## src/rtl/wdog_pkg.sv

```systemverilog
package wdog_pkg;
   localparam logic [7:0] WD_KEY   = 8'h76;
   localparam logic [7:0] OFF_CTRL = 8'h00;
   localparam logic [7:0] OFF_TMO  = 8'h04;
   localparam logic [7:0] OFF_CNT  = 8'h08;
   localparam logic [7:0] OFF_KICK = 8'h0C;
   localparam logic [7:0] OFF_STAT = 8'h10;
   localparam logic [7:0] OFF_ACK  = 8'h14;

   typedef enum logic [2:0] {
      SEL_CTRL, SEL_TMO, SEL_CNT, SEL_KICK, SEL_STAT, SEL_ACK, SEL_NONE
   } wd_sel_e;
endpackage

```

## src/rtl/wdog_regs.sv

```systemverilog
module wdog_regs
   import wdog_pkg::*;
#(
   parameter int ADDR_W  = 8,
   parameter int DATA_W  = 32,
   parameter int IDX_W   = 4,
   parameter int PCODE_W = 3,
   parameter int CNT_W   = 31
) (
   input  logic               clk,
   input  logic               rst_n,
   input  logic               bus_valid,
   input  logic               bus_write,
   input  logic [ADDR_W-1:0]  bus_addr,
   input  logic [DATA_W-1:0]  bus_wdata,
   input  logic [CNT_W-1:0]   cnt_val,
   input  logic               irq_pend,
   output logic               en,
   output logic               mode,
   output logic [PCODE_W-1:0] pcode,
   output logic [IDX_W-1:0]   tmo_idx,
   output logic               arm_load,
   output logic               kick,
   output logic               ack_rd,
   output logic [DATA_W-1:0]  bus_rdata
);
   wd_sel_e           sel;
   logic              wr, rd;
   logic [DATA_W-1:0] rmux;
   logic              unused_wdata;

   assign unused_wdata = ^bus_wdata[DATA_W-1:8];
   assign wr = bus_valid & bus_write;
   assign rd = bus_valid & ~bus_write;

   always_comb begin
      if      (bus_addr == ADDR_W'(OFF_CTRL)) sel = SEL_CTRL;
      else if (bus_addr == ADDR_W'(OFF_TMO))  sel = SEL_TMO;
      else if (bus_addr == ADDR_W'(OFF_CNT))  sel = SEL_CNT;
      else if (bus_addr == ADDR_W'(OFF_KICK)) sel = SEL_KICK;
      else if (bus_addr == ADDR_W'(OFF_STAT)) sel = SEL_STAT;
      else if (bus_addr == ADDR_W'(OFF_ACK))  sel = SEL_ACK;
      else                                    sel = SEL_NONE;
   end

   always_ff @(posedge clk or negedge rst_n) begin
      if (!rst_n) begin
         en      <= 1'b0;
         mode    <= 1'b0;
         pcode   <= '0;
         tmo_idx <= '0;
      end else if (wr) begin
         if (sel == SEL_CTRL) begin
            en    <= en | bus_wdata[0];
            mode  <= bus_wdata[1];
            pcode <= bus_wdata[2 +: PCODE_W];
         end
         if (sel == SEL_TMO) tmo_idx <= bus_wdata[IDX_W-1:0];
      end
   end

   assign arm_load = wr && (sel == SEL_CTRL) && bus_wdata[0] && !en;
   assign kick     = wr && (sel == SEL_KICK) && (bus_wdata[7:0] == WD_KEY) && en;
   assign ack_rd   = rd && (sel == SEL_ACK);

   always_comb begin
      rmux = '0;
      case (sel)
         SEL_CTRL: begin
            rmux[0]             = en;
            rmux[1]             = mode;
            rmux[2 +: PCODE_W]  = pcode;
         end
         SEL_TMO:  rmux[IDX_W-1:0] = tmo_idx;
         SEL_CNT:  rmux[CNT_W-1:0] = cnt_val;
         SEL_STAT: rmux[0]         = irq_pend;
         default:  rmux = '0;
      endcase
   end

   assign bus_rdata = rd ? rmux : '0;
endmodule

```

## src/rtl/wdog_count.sv

```systemverilog
module wdog_count #(
   parameter int IDX_W    = 4,
   parameter int BASE_EXP = 16,
   parameter int CNT_W    = 31
) (
   input  logic             clk,
   input  logic             rst_n,
   input  logic             en,
   input  logic             load,
   input  logic [IDX_W-1:0] tmo_idx,
   output logic [CNT_W-1:0] cnt,
   output logic             expire
);
   logic [CNT_W:0]   pow2;
   logic [CNT_W:0]   span;
   logic [CNT_W-1:0] reload;

   always_comb begin
      pow2   = {{CNT_W{1'b0}}, 1'b1} << (BASE_EXP + 32'(tmo_idx));
      span   = pow2 - {{CNT_W{1'b0}}, 1'b1};
      reload = span[CNT_W-1:0];
   end

   assign expire = en && !load && (cnt == '0);

   always_ff @(posedge clk or negedge rst_n) begin
      if (!rst_n)           cnt <= '0;
      else if (load)        cnt <= reload;
      else if (en) begin
         if (cnt == '0)     cnt <= reload;
         else               cnt <= cnt - CNT_W'(1);
      end
   end
endmodule

```

## src/rtl/wdog_resp.sv

```systemverilog
module wdog_resp #(
   parameter int PCODE_W      = 3,
   parameter bit HAS_IRQ_MODE = 1'b1
) (
   input  logic               clk,
   input  logic               rst_n,
   input  logic               expire,
   input  logic               mode,
   input  logic [PCODE_W-1:0] pcode,
   input  logic               ack_rd,
   output logic               irq,
   output logic               sys_rst
);
   localparam int PLS_W = (1 << PCODE_W) + 1;

   logic [PLS_W-1:0] pls;
   logic [PCODE_W:0] shamt;
   logic             fire;

   assign shamt = {1'b0, pcode} + {{PCODE_W{1'b0}}, 1'b1};

   generate
      if (HAS_IRQ_MODE) begin : g_irq
         logic irq_q;
         always_ff @(posedge clk or negedge rst_n) begin
            if (!rst_n)                         irq_q <= 1'b0;
            else if (expire && mode && !irq_q)  irq_q <= 1'b1;
            else if (ack_rd)                    irq_q <= 1'b0;
         end
         assign irq  = irq_q;
         assign fire = expire && (!mode || irq_q);
      end else begin : g_rst_only
         logic unused_in;
         assign unused_in = mode ^ ack_rd;
         assign irq  = 1'b0;
         assign fire = expire;
      end
   endgenerate

   always_ff @(posedge clk or negedge rst_n) begin
      if (!rst_n)           pls <= '0;
      else if (fire)        pls <= {{(PLS_W-1){1'b0}}, 1'b1} << shamt;
      else if (pls != '0)   pls <= pls - PLS_W'(1);
   end

   assign sys_rst = (pls != '0);
endmodule

```

## src/rtl/wdog_timer.sv

```systemverilog
module wdog_timer #(
   parameter int ADDR_W       = 8,
   parameter int DATA_W       = 32,
   parameter int IDX_W        = 4,
   parameter int BASE_EXP     = 16,
   parameter int PCODE_W      = 3,
   parameter bit HAS_IRQ_MODE = 1'b1
) (
   input  logic              clk,
   input  logic              rst_n,
   input  logic              bus_valid,
   input  logic              bus_write,
   input  logic [ADDR_W-1:0] bus_addr,
   input  logic [DATA_W-1:0] bus_wdata,
   output logic [DATA_W-1:0] bus_rdata,
   output logic              irq,
   output logic              sys_rst
);
   localparam int CNT_W = BASE_EXP + (1 << IDX_W) - 1;

   generate
      if (CNT_W > DATA_W) begin : g_bad_cnt
         $error("counter wider than the data port");
      end
      if (ADDR_W < 5 || DATA_W < 8) begin : g_bad_port
         $error("address or data port too narrow for the register map");
      end
      if (PCODE_W + 2 > 8 || PCODE_W < 1) begin : g_bad_pcode
         $error("pulse code field does not fit the control byte");
      end
   endgenerate

   logic               ctrl_en, ctrl_mode, arm_load, kick, ack_rd, expire;
   logic [PCODE_W-1:0] pcode;
   logic [IDX_W-1:0]   tmo_idx;
   logic [CNT_W-1:0]   cnt_q;

   wdog_regs #(
      .ADDR_W(ADDR_W), .DATA_W(DATA_W), .IDX_W(IDX_W),
      .PCODE_W(PCODE_W), .CNT_W(CNT_W)
   ) u_regs (
      .clk(clk), .rst_n(rst_n), .bus_valid(bus_valid), .bus_write(bus_write),
      .bus_addr(bus_addr), .bus_wdata(bus_wdata), .cnt_val(cnt_q), .irq_pend(irq),
      .en(ctrl_en), .mode(ctrl_mode), .pcode(pcode), .tmo_idx(tmo_idx),
      .arm_load(arm_load), .kick(kick), .ack_rd(ack_rd), .bus_rdata(bus_rdata)
   );

   wdog_count #(
      .IDX_W(IDX_W), .BASE_EXP(BASE_EXP), .CNT_W(CNT_W)
   ) u_count (
      .clk(clk), .rst_n(rst_n), .en(ctrl_en), .load(arm_load | kick),
      .tmo_idx(tmo_idx), .cnt(cnt_q), .expire(expire)
   );

   wdog_resp #(
      .PCODE_W(PCODE_W), .HAS_IRQ_MODE(HAS_IRQ_MODE)
   ) u_resp (
      .clk(clk), .rst_n(rst_n), .expire(expire), .mode(ctrl_mode),
      .pcode(pcode), .ack_rd(ack_rd), .irq(irq), .sys_rst(sys_rst)
   );
endmodule

```

## config.mk

```make
export PLATFORM = sky130hd
export DESIGN_NAME = wdog_timer
export DESIGN_NICKNAME = d
export VERILOG_FILES = /design/src/rtl/wdog_pkg.sv /design/src/rtl/wdog_regs.sv /design/src/rtl/wdog_count.sv /design/src/rtl/wdog_resp.sv /design/src/rtl/wdog_timer.sv
export SDC_FILE = /design/constraint.sdc
export NUM_CORES = 1
export LEC_CHECK = 0
export BUFFER_PORTS_ARGS = -buffer_cell sky130_fd_sc_hd__buf_2
export CAP_MARGIN = 5
export CORE_UTILIZATION = 59
export CTS_BUF_LIST = sky130_fd_sc_hd__clkbuf_8 sky130_fd_sc_hd__clkbuf_16
export DETAILED_ROUTE_END_ITERATION = 8
export GPL_ROUTABILITY_DRIVEN = 0
export PLACE_DENSITY = 0.86
export SYNTH_ARGS = -nofsm -noshare
export SYNTH_HDL_FRONTEND = slang
export SYNTH_SLANG_ARGS = --single-unit
export TNS_END_PERCENT = 10
```

## constraint.sdc

```tcl
create_clock -name clk -period 6.9 [get_ports clk]
set_input_delay 0.345 -clock clk [delete_from_list [all_inputs] [get_ports clk]]
set_output_delay 0.345 -clock clk [all_outputs]
set_load 0.02 [all_outputs]
```

==> impl_metrics.tcl, run 1 <==
set metrics [dict create \
    status "complete, no violations" \
    synth_edf_count 0 \
    synth_top_area_cell "dfrtp_1" \
    cts_buffer_depth 2 \
    worst_slew_pin_slew_ns 1.19 \
    ys_ff_latch 50 \
    cts_hold_buf 0 \
    layout_commonest_cell "buf_2" \
    rr_startpoint "u_count.cnt[20]" \
    cp.arrival_ns 3.08 \
    cts-buffers-inserted 5 \
    r2r_end "u_count.cnt[27]" \
    io_pins 78 \
    vias 3391 \
    crit_path_top_delay_cell "or4_1" \
    nets 508 \
    initial_core_util_pct 63.0 \
    synth_cells 426 \
    die_w_microns 79.6 \
    yosys.area_share.simple_pct 33.8 \
    grt_usage_pct 28.7 \
    postRouteAntennaNets 0 \
    cts_sinks 50 \
    synth_top_family_by_area "simple AND/OR/NAND/NOR gates" \
    finalMaxSlewViolations 0 \
    stdcell_area_sq_mm 0.00392 \
    post-cts-setup-buffers 0 \
    required_ns 7.06 \
    drv_cap 0 \
    crit_chain "or4_1, or2_0, nor4b_1, o21ai_1, buf_4, o311ai_0, o311ai_0" \
    drc_errors 0 \
    fin_cells 533 \
    post-route-period-util_pct 42.4 \
    netlist_area_sq_mm 0.00356 \
    io_buffers 52 \
    hold_violations 0 \
    synth_xor_area_share_pct 4.43 \
    htreeDepth 2 \
    antenna_found_initial 0 \
    timing.final.ws_setup_ns 3.97 \
    rsz0062_at_grt "no" \
    critPathLaunchType "flip-flop" \
    crit_type "reg2reg" \
    viasPerCell 6.36 \
    powerDensity_mw_per_mm2 191 \
    dp_hpwl_mm 5.95 \
    grt_pass1_vias 3037 \
    ys_seq_area_share_pct 35.2 \
    end_kind "flip-flop" \
    reg2reg_slack_ns 3.97 \
    yosys-top-cells-area "dfrtp_1, and2_1, nor2_1, nand2_1, o21ai_0" \
    grt_max_degree 51 \
    p_leak_nw 1.73 \
    fmax_ghz 0.342 \
    cts_tree "built" \
    dieHeight_microns 79.6 \
    reg2reg_depth 7 \
    slowest_delay_ns 0.57 \
    ctsResizeCount 0 \
    root_buffer "clkbuf_8" \
    critPathMaxFanout 13 \
    ys_types 66 \
    synth_fa_ha_area_share_pct 1.41 \
    fin_setup_tns_ns 0 \
    dr.pass1.iters 6 \
    dp_cells 525 \
    syn_to_final_growth_pct 10.1 \
    min_period_ns 2.93 \
    synth_compound_area_share_pct 15.4 \
    ir_worst_vdd_mv 0.129 \
    clock_latency_ns 0.31 \
    grt_pass1_wl_mm 14.2 \
    num_antenna_cells 0 \
    ys.flop_type "dfrtp_1" \
    fin_skew_ns 0.00897 \
    syn_area_per_cell_sq_um 8.35 \
    drive_gt1_share_pct 18.2 \
    synth_nets 474 \
    synth.top_cell.area_share_pct 35.2 \
    dpl-instance-area_sq_mm 0.00381 \
    ys_warn_count 0 \
    dp_slack_ns 3.92 \
    relSlewSlack_pct 20.7 \
    dieArea_sq_mm 0.00634 \
    row_count 27 \
    final_cell_mix "buf_2, dfrtp_1, nor2_1" \
    muxShareOfSynthArea_pct 4.19 \
    wl_mm 8.57 \
    clkTransAtPathRegs_ns 0.09 \
    core_sq_mm 0.00564 \
    hold_class "in2async" \
    grt_overflow 0 \
    crit_path_frequent_cell "o311ai_0" \
    wl_per_cell_microns 16.1 \
    async_reset_ff_share_pct 100 \
    drt_iter0_drc 370 \
    setup_viol 0 \
]
state kept, by name, summed over array words and instances (netlist names):
| signal | flops |
|---|---|
| u_resp.pls | 9 |
| u_regs.mode | 1 |
| u_regs.en | 1 |
| u_count.cnt | 31 |
| u_resp.irq | 1 |
| u_regs.pcode | 3 |
| u_regs.tmo_idx | 4 |
routing by layer:
| metal | track usage [%] | share of wire (%) | wire, microns | vias up |
|---|---|---|---|---|
| met1 | 39.3 | 43 | 3700 | 1574 |
| met4 | 10.4 | 1.5 | 126 | 0 |
| met5 | 0 | 0 | 0 | - |
| li1 | - | - | - | 1618 |
| met2 | 45.0 | 46 | 3980 | 176 |
| met3 | 5.60 | 8.9 | 766 | 23 |
Yosys cell counts, drive strengths merged (9+ instances only):
| library cell | number |
|---|---|
| nor4 | 14 |
| o21ai | 22 |
| clkbuf | 23 |
| nor3 | 19 |
| a21oi | 14 |
| dfrtp | 50 |
| nand2 | 35 |
| inv | 14 |
| and2 | 29 |
| nand3 | 20 |
| xor2 | 10 |
| nor2 | 38 |
| nand3b | 9 |
through the flow:
stage | total power (W) | util [%] | hold slack, ns
4_1_cts | 0.000747 | 69.4 | 0.165
5_1_grt | 0.000786 | 69.4 | 0.208
3_3_place_gp | 0.000537 | 67.5 | 0.487
3_5_place_dp | 0.000546 | 67.5 | 0.492
2_1_floorplan | 0.000495 | - | 0.0494
6_report | 0.000748 | 69.4 | 0.141
power by group:
group          total, W  leakage (nW)  switching [W]  internal, W
Sequential     0.000394         0.643      0.0000590     0.000335
Clock          0.000204        0.0607      0.0000978     0.000106
Combinational  0.000150          1.03      0.0000881    0.0000622
Total          0.000748          1.73       0.000245     0.000503
worst max-delay path: cells and delay by family, from the launching register on:
family	cells	cell delay, ns
AND/OR/NAND/NOR	3	1.40
AO/OA/AOI/OAI	3	0.61
flip-flops	1	0.47
buffers and inverters	1	0.31
how the worst max path moves through the flow:
stage / start / to / slack (ns)
floorplan: u_count.cnt[20] / u_count.cnt[23] / 4.24
global placement: bus_addr[2] / u_count.cnt[27] / 3.93
detailed placement: bus_addr[2] / u_count.cnt[27] / 3.92
CTS: u_count.cnt[20] / u_resp.pls[2] / 4.04
global route: u_count.cnt[20] / u_resp.pls[2] / 3.73
finish: u_count.cnt[20] / u_count.cnt[27] / 3.97
area by class of cell:
| class | count | area [sq um] |
|---|---|---|
| Multi-Input combinational cell | 333 | 2120 |
| Fill cell | 457 | 1730 |
| Sequential cell | 50 | 1250 |
| Timing Repair Buffer | 56 | 290 |
| Tap cell | 72 | 90.1 |
| Clock buffer | 5 | 68.8 |
| Inverter | 14 | 52.6 |
| Clock inverter | 3 | 37.5 |
cells by family after synthesis:
kind of cell,after synthesis
buf+inv,43
mux,14
simple gates,216
xor+xnor,18
fa+ha+maj,4
other cells,1
compound gates,80
flops,50
No activity file was read; power rests on OpenSTA's default activity.
==> inputs of run 2 (changes only) <==
--- a/config.mk
+++ b/config.mk
@@ -7,11 +7,11 @@
 export LEC_CHECK = 0
 export BUFFER_PORTS_ARGS = -buffer_cell sky130_fd_sc_hd__buf_2
 export CAP_MARGIN = 5
-export CORE_UTILIZATION = 59
+export CORE_UTILIZATION = 55
 export CTS_BUF_LIST = sky130_fd_sc_hd__clkbuf_8 sky130_fd_sc_hd__clkbuf_16
 export DETAILED_ROUTE_END_ITERATION = 8
 export GPL_ROUTABILITY_DRIVEN = 0
-export PLACE_DENSITY = 0.86
+export PLACE_DENSITY = 0.81
 export SYNTH_ARGS = -nofsm -noshare
 export SYNTH_HDL_FRONTEND = slang
 export SYNTH_SLANG_ARGS = --single-unit
==> constraint.sdc (replaced) <==
create_clock -name clk -period 3.05 [get_ports clk]
set_input_delay 0.1525 -clock clk [delete_from_list [all_inputs] [get_ports clk]]
set_output_delay 0.1525 -clock clk [all_outputs]
set_load 0.02 [all_outputs]
==> run 2 against run 1 <==
Sequential share of layout area fell by 0.67 points; first-iteration DRC count is 32% lower; combinational power rose by 140%; sequential power increased by 120%; critical path type unchanged; critical endpoint is now u_count.cnt[23]; largest cell class unchanged.
==> impl_metrics.tcl, run 2 (synthesis results as in run 1) <==
set metrics [dict create \
    core_sq_mm 0.00606 \
    wl_mm 9.09 \
    hold_slack_ns 0.0780 \
    clock_latency_ns 0.32 \
    post-route-period-util_pct 89.6 \
    finalMaxSlewViolations 0 \
    largest_register_ff_count 31 \
    nets 521 \
    dieHeight_microns 82.4 \
    htreeDepth 2 \
    wl_per_cell_microns 16.6 \
    crit_chain "or4_1, or2_0, or4b_4, nand3_2, nor4_1, a311o_1" \
    end_kind "flip-flop" \
    nFillCells 519 \
    cts_hold_buf 1 \
    combPwrFrac_pct 21.9 \
    clkPwrFrac_pct 24.1 \
    hold_class "in2reg" \
    grt_max_degree 28 \
    swShare_pct 34.9 \
    reg2reg_depth 6 \
    rsz0062_at_grt "no" \
    grt_pass1_wl_mm 15.0 \
    powerDensity_mw_per_mm2 411 \
    syn_to_final_growth_pct 12.5 \
    num_antenna_cells 0 \
    dieArea_sq_mm 0.00679 \
    postRouteAntennaNets 0 \
    relSlewSlack_pct 49.8 \
    p_leak_nw 1.78 \
    drt_iter0_drc 251 \
    power.switching_w 0.000574 \
    final_cell_mix "buf_2, dfrtp_1, nor2_1" \
    critPathLaunchType "flip-flop" \
    pwr-share-seq_pct 54.0 \
    slowest_delay_ns 0.63 \
    die_w_microns 82.4 \
    antenna_found_initial 0 \
    fin_skew_ns 0.0150 \
    critPathMaxFanout 13 \
    io_pins 78 \
    min_path_cells 3 \
    regArea_sq_mm 0.00125 \
    dp_hpwl_mm 6.65 \
    cts_buffer_depth 2 \
    cts_sinks 50 \
    drive_gt1_share_pct 20.5 \
    vias 3399 \
    cts-buffers-inserted 5 \
    setup_viol 0 \
    grt_overflow 0 \
    grt_pass1_vias 3119 \
    crit_type "reg2reg" \
    fmax_ghz 0.366 \
    cts_tree "built" \
    multiInputGateArea_sq_mm 0.00212 \
    root_buffer "clkbuf_8" \
    top_regs "u_count.cnt: 31 flops, u_resp.pls: 9 flops, u_regs.tmo_idx: 4 flops" \
    initial_core_util_pct 58.7 \
    intPower_w 0.00107 \
    layout_commonest_cell "buf_2" \
    ir_worst_vdd_mv 0.266 \
    row_count 28 \
    viasPerCell 6.19 \
    regMostFlops "u_count.cnt" \
    min_period_ns 2.73 \
    drc_errors 0 \
    crit_path_top_delay_cell "or4b_4" \
    clkTransAtPathRegs_ns 0.10 \
    hold_violations 0 \
    grt_usage_pct 29.1 \
    required_ns 3.26 \
    fin_setup_tns_ns 0 \
    io_buffers 52 \
    worst_slew_pin_slew_ns 0.748 \
    ctsResizeCount 0 \
    drv_cap 0 \
    post-cts-setup-buffers 0 \
    dr.pass1.iters 5 \
    status "complete, no violations" \
    cp.arrival_ns 2.94 \
]
==> run 2: cell count changes in the layout (fill, tap and decap cells not counted) <==
| cell | previous run | this run |
|---|---|---|
| inv_1 | 16 | 15 |
| bufinv_16 | 1 | 0 |
| clkinv_2 | 0 | 1 |
| clkinv_4 | 0 | 1 |
| dlygate4sd3_1 | 0 | 1 |
| buf_4 | 4 | 16 |
==> run 2: path summary, 6_finish.rpt <==
path,startpoint,endpoint,slack [ns]
max in group asynchronous,rst_n,u_count.cnt[8],1.91
min in group asynchronous,rst_n,u_count.cnt[29],0.38
hold reg to reg,u_resp.pls[8],u_resp.pls[8],0.55
setup reg to reg,u_count.cnt[20],u_count.cnt[23],0.32
setup / recovery,u_count.cnt[20],u_count.cnt[23],0.32
hold / removal,bus_wdata[1],u_regs.mode,0.08
==> run 2: final cells by class <==
cell class,count,area share (%)
clock buffers,5,1.72
clock inverters,3,0.438
inverters,14,1.31
multi-input cells,333,53.1
flip-flops and latches,50,31.3
well taps,75,2.35
repair buffers,69,9.76
==> run 2: power by group through the flow <==
| stage | Clock, W | Combinational, W | Sequential [W] |
|---|---|---|---|
| 2_1_floorplan | 0 | 0.000261 | 0.000858 |
| 3_3_place_gp | 0 | 0.000335 | 0.000893 |
| 3_5_place_dp | 0 | 0.000356 | 0.000899 |
| 4_1_cts | 0.000399 | 0.000360 | 0.000886 |
| 5_1_grt | 0.000424 | 0.000409 | 0.000907 |
| 6_report | 0.000395 | 0.000360 | 0.000886 |
==> run 2: worst max-delay path: cells and delay by family (launching register included) <==
kind	cells	cell delay [ns]
DFF	1	0.46
AOI/OAI and AO/OA	1	0.33
and+or+nand+nor	5	1.84
==> run 2: through the flow <==
stage                     utilization [%]  cell area [sq um]  total power (W)  cells  worst slack (ns)
after floorplan                         -               3560          0.00112    426             0.389
after detailed placement             64.4               3900          0.00126    540             0.365
final                                66.0               4000          0.00164    549             0.318
after global routing                 66.0               4000          0.00174    549             0.183
after CTS                            66.0               4000          0.00165    549             0.348
after global placement               64.4               3900          0.00123    540             0.419
==> run 2: routing by layer <==
metal	global-route usage (%)	routed length, microns	part of all wire (%)
met5	0	0	0
met2	47.0	4330	48
met1	39.8	4100	45
met3	3.96	510	5.6
met4	10.0	142	1.6
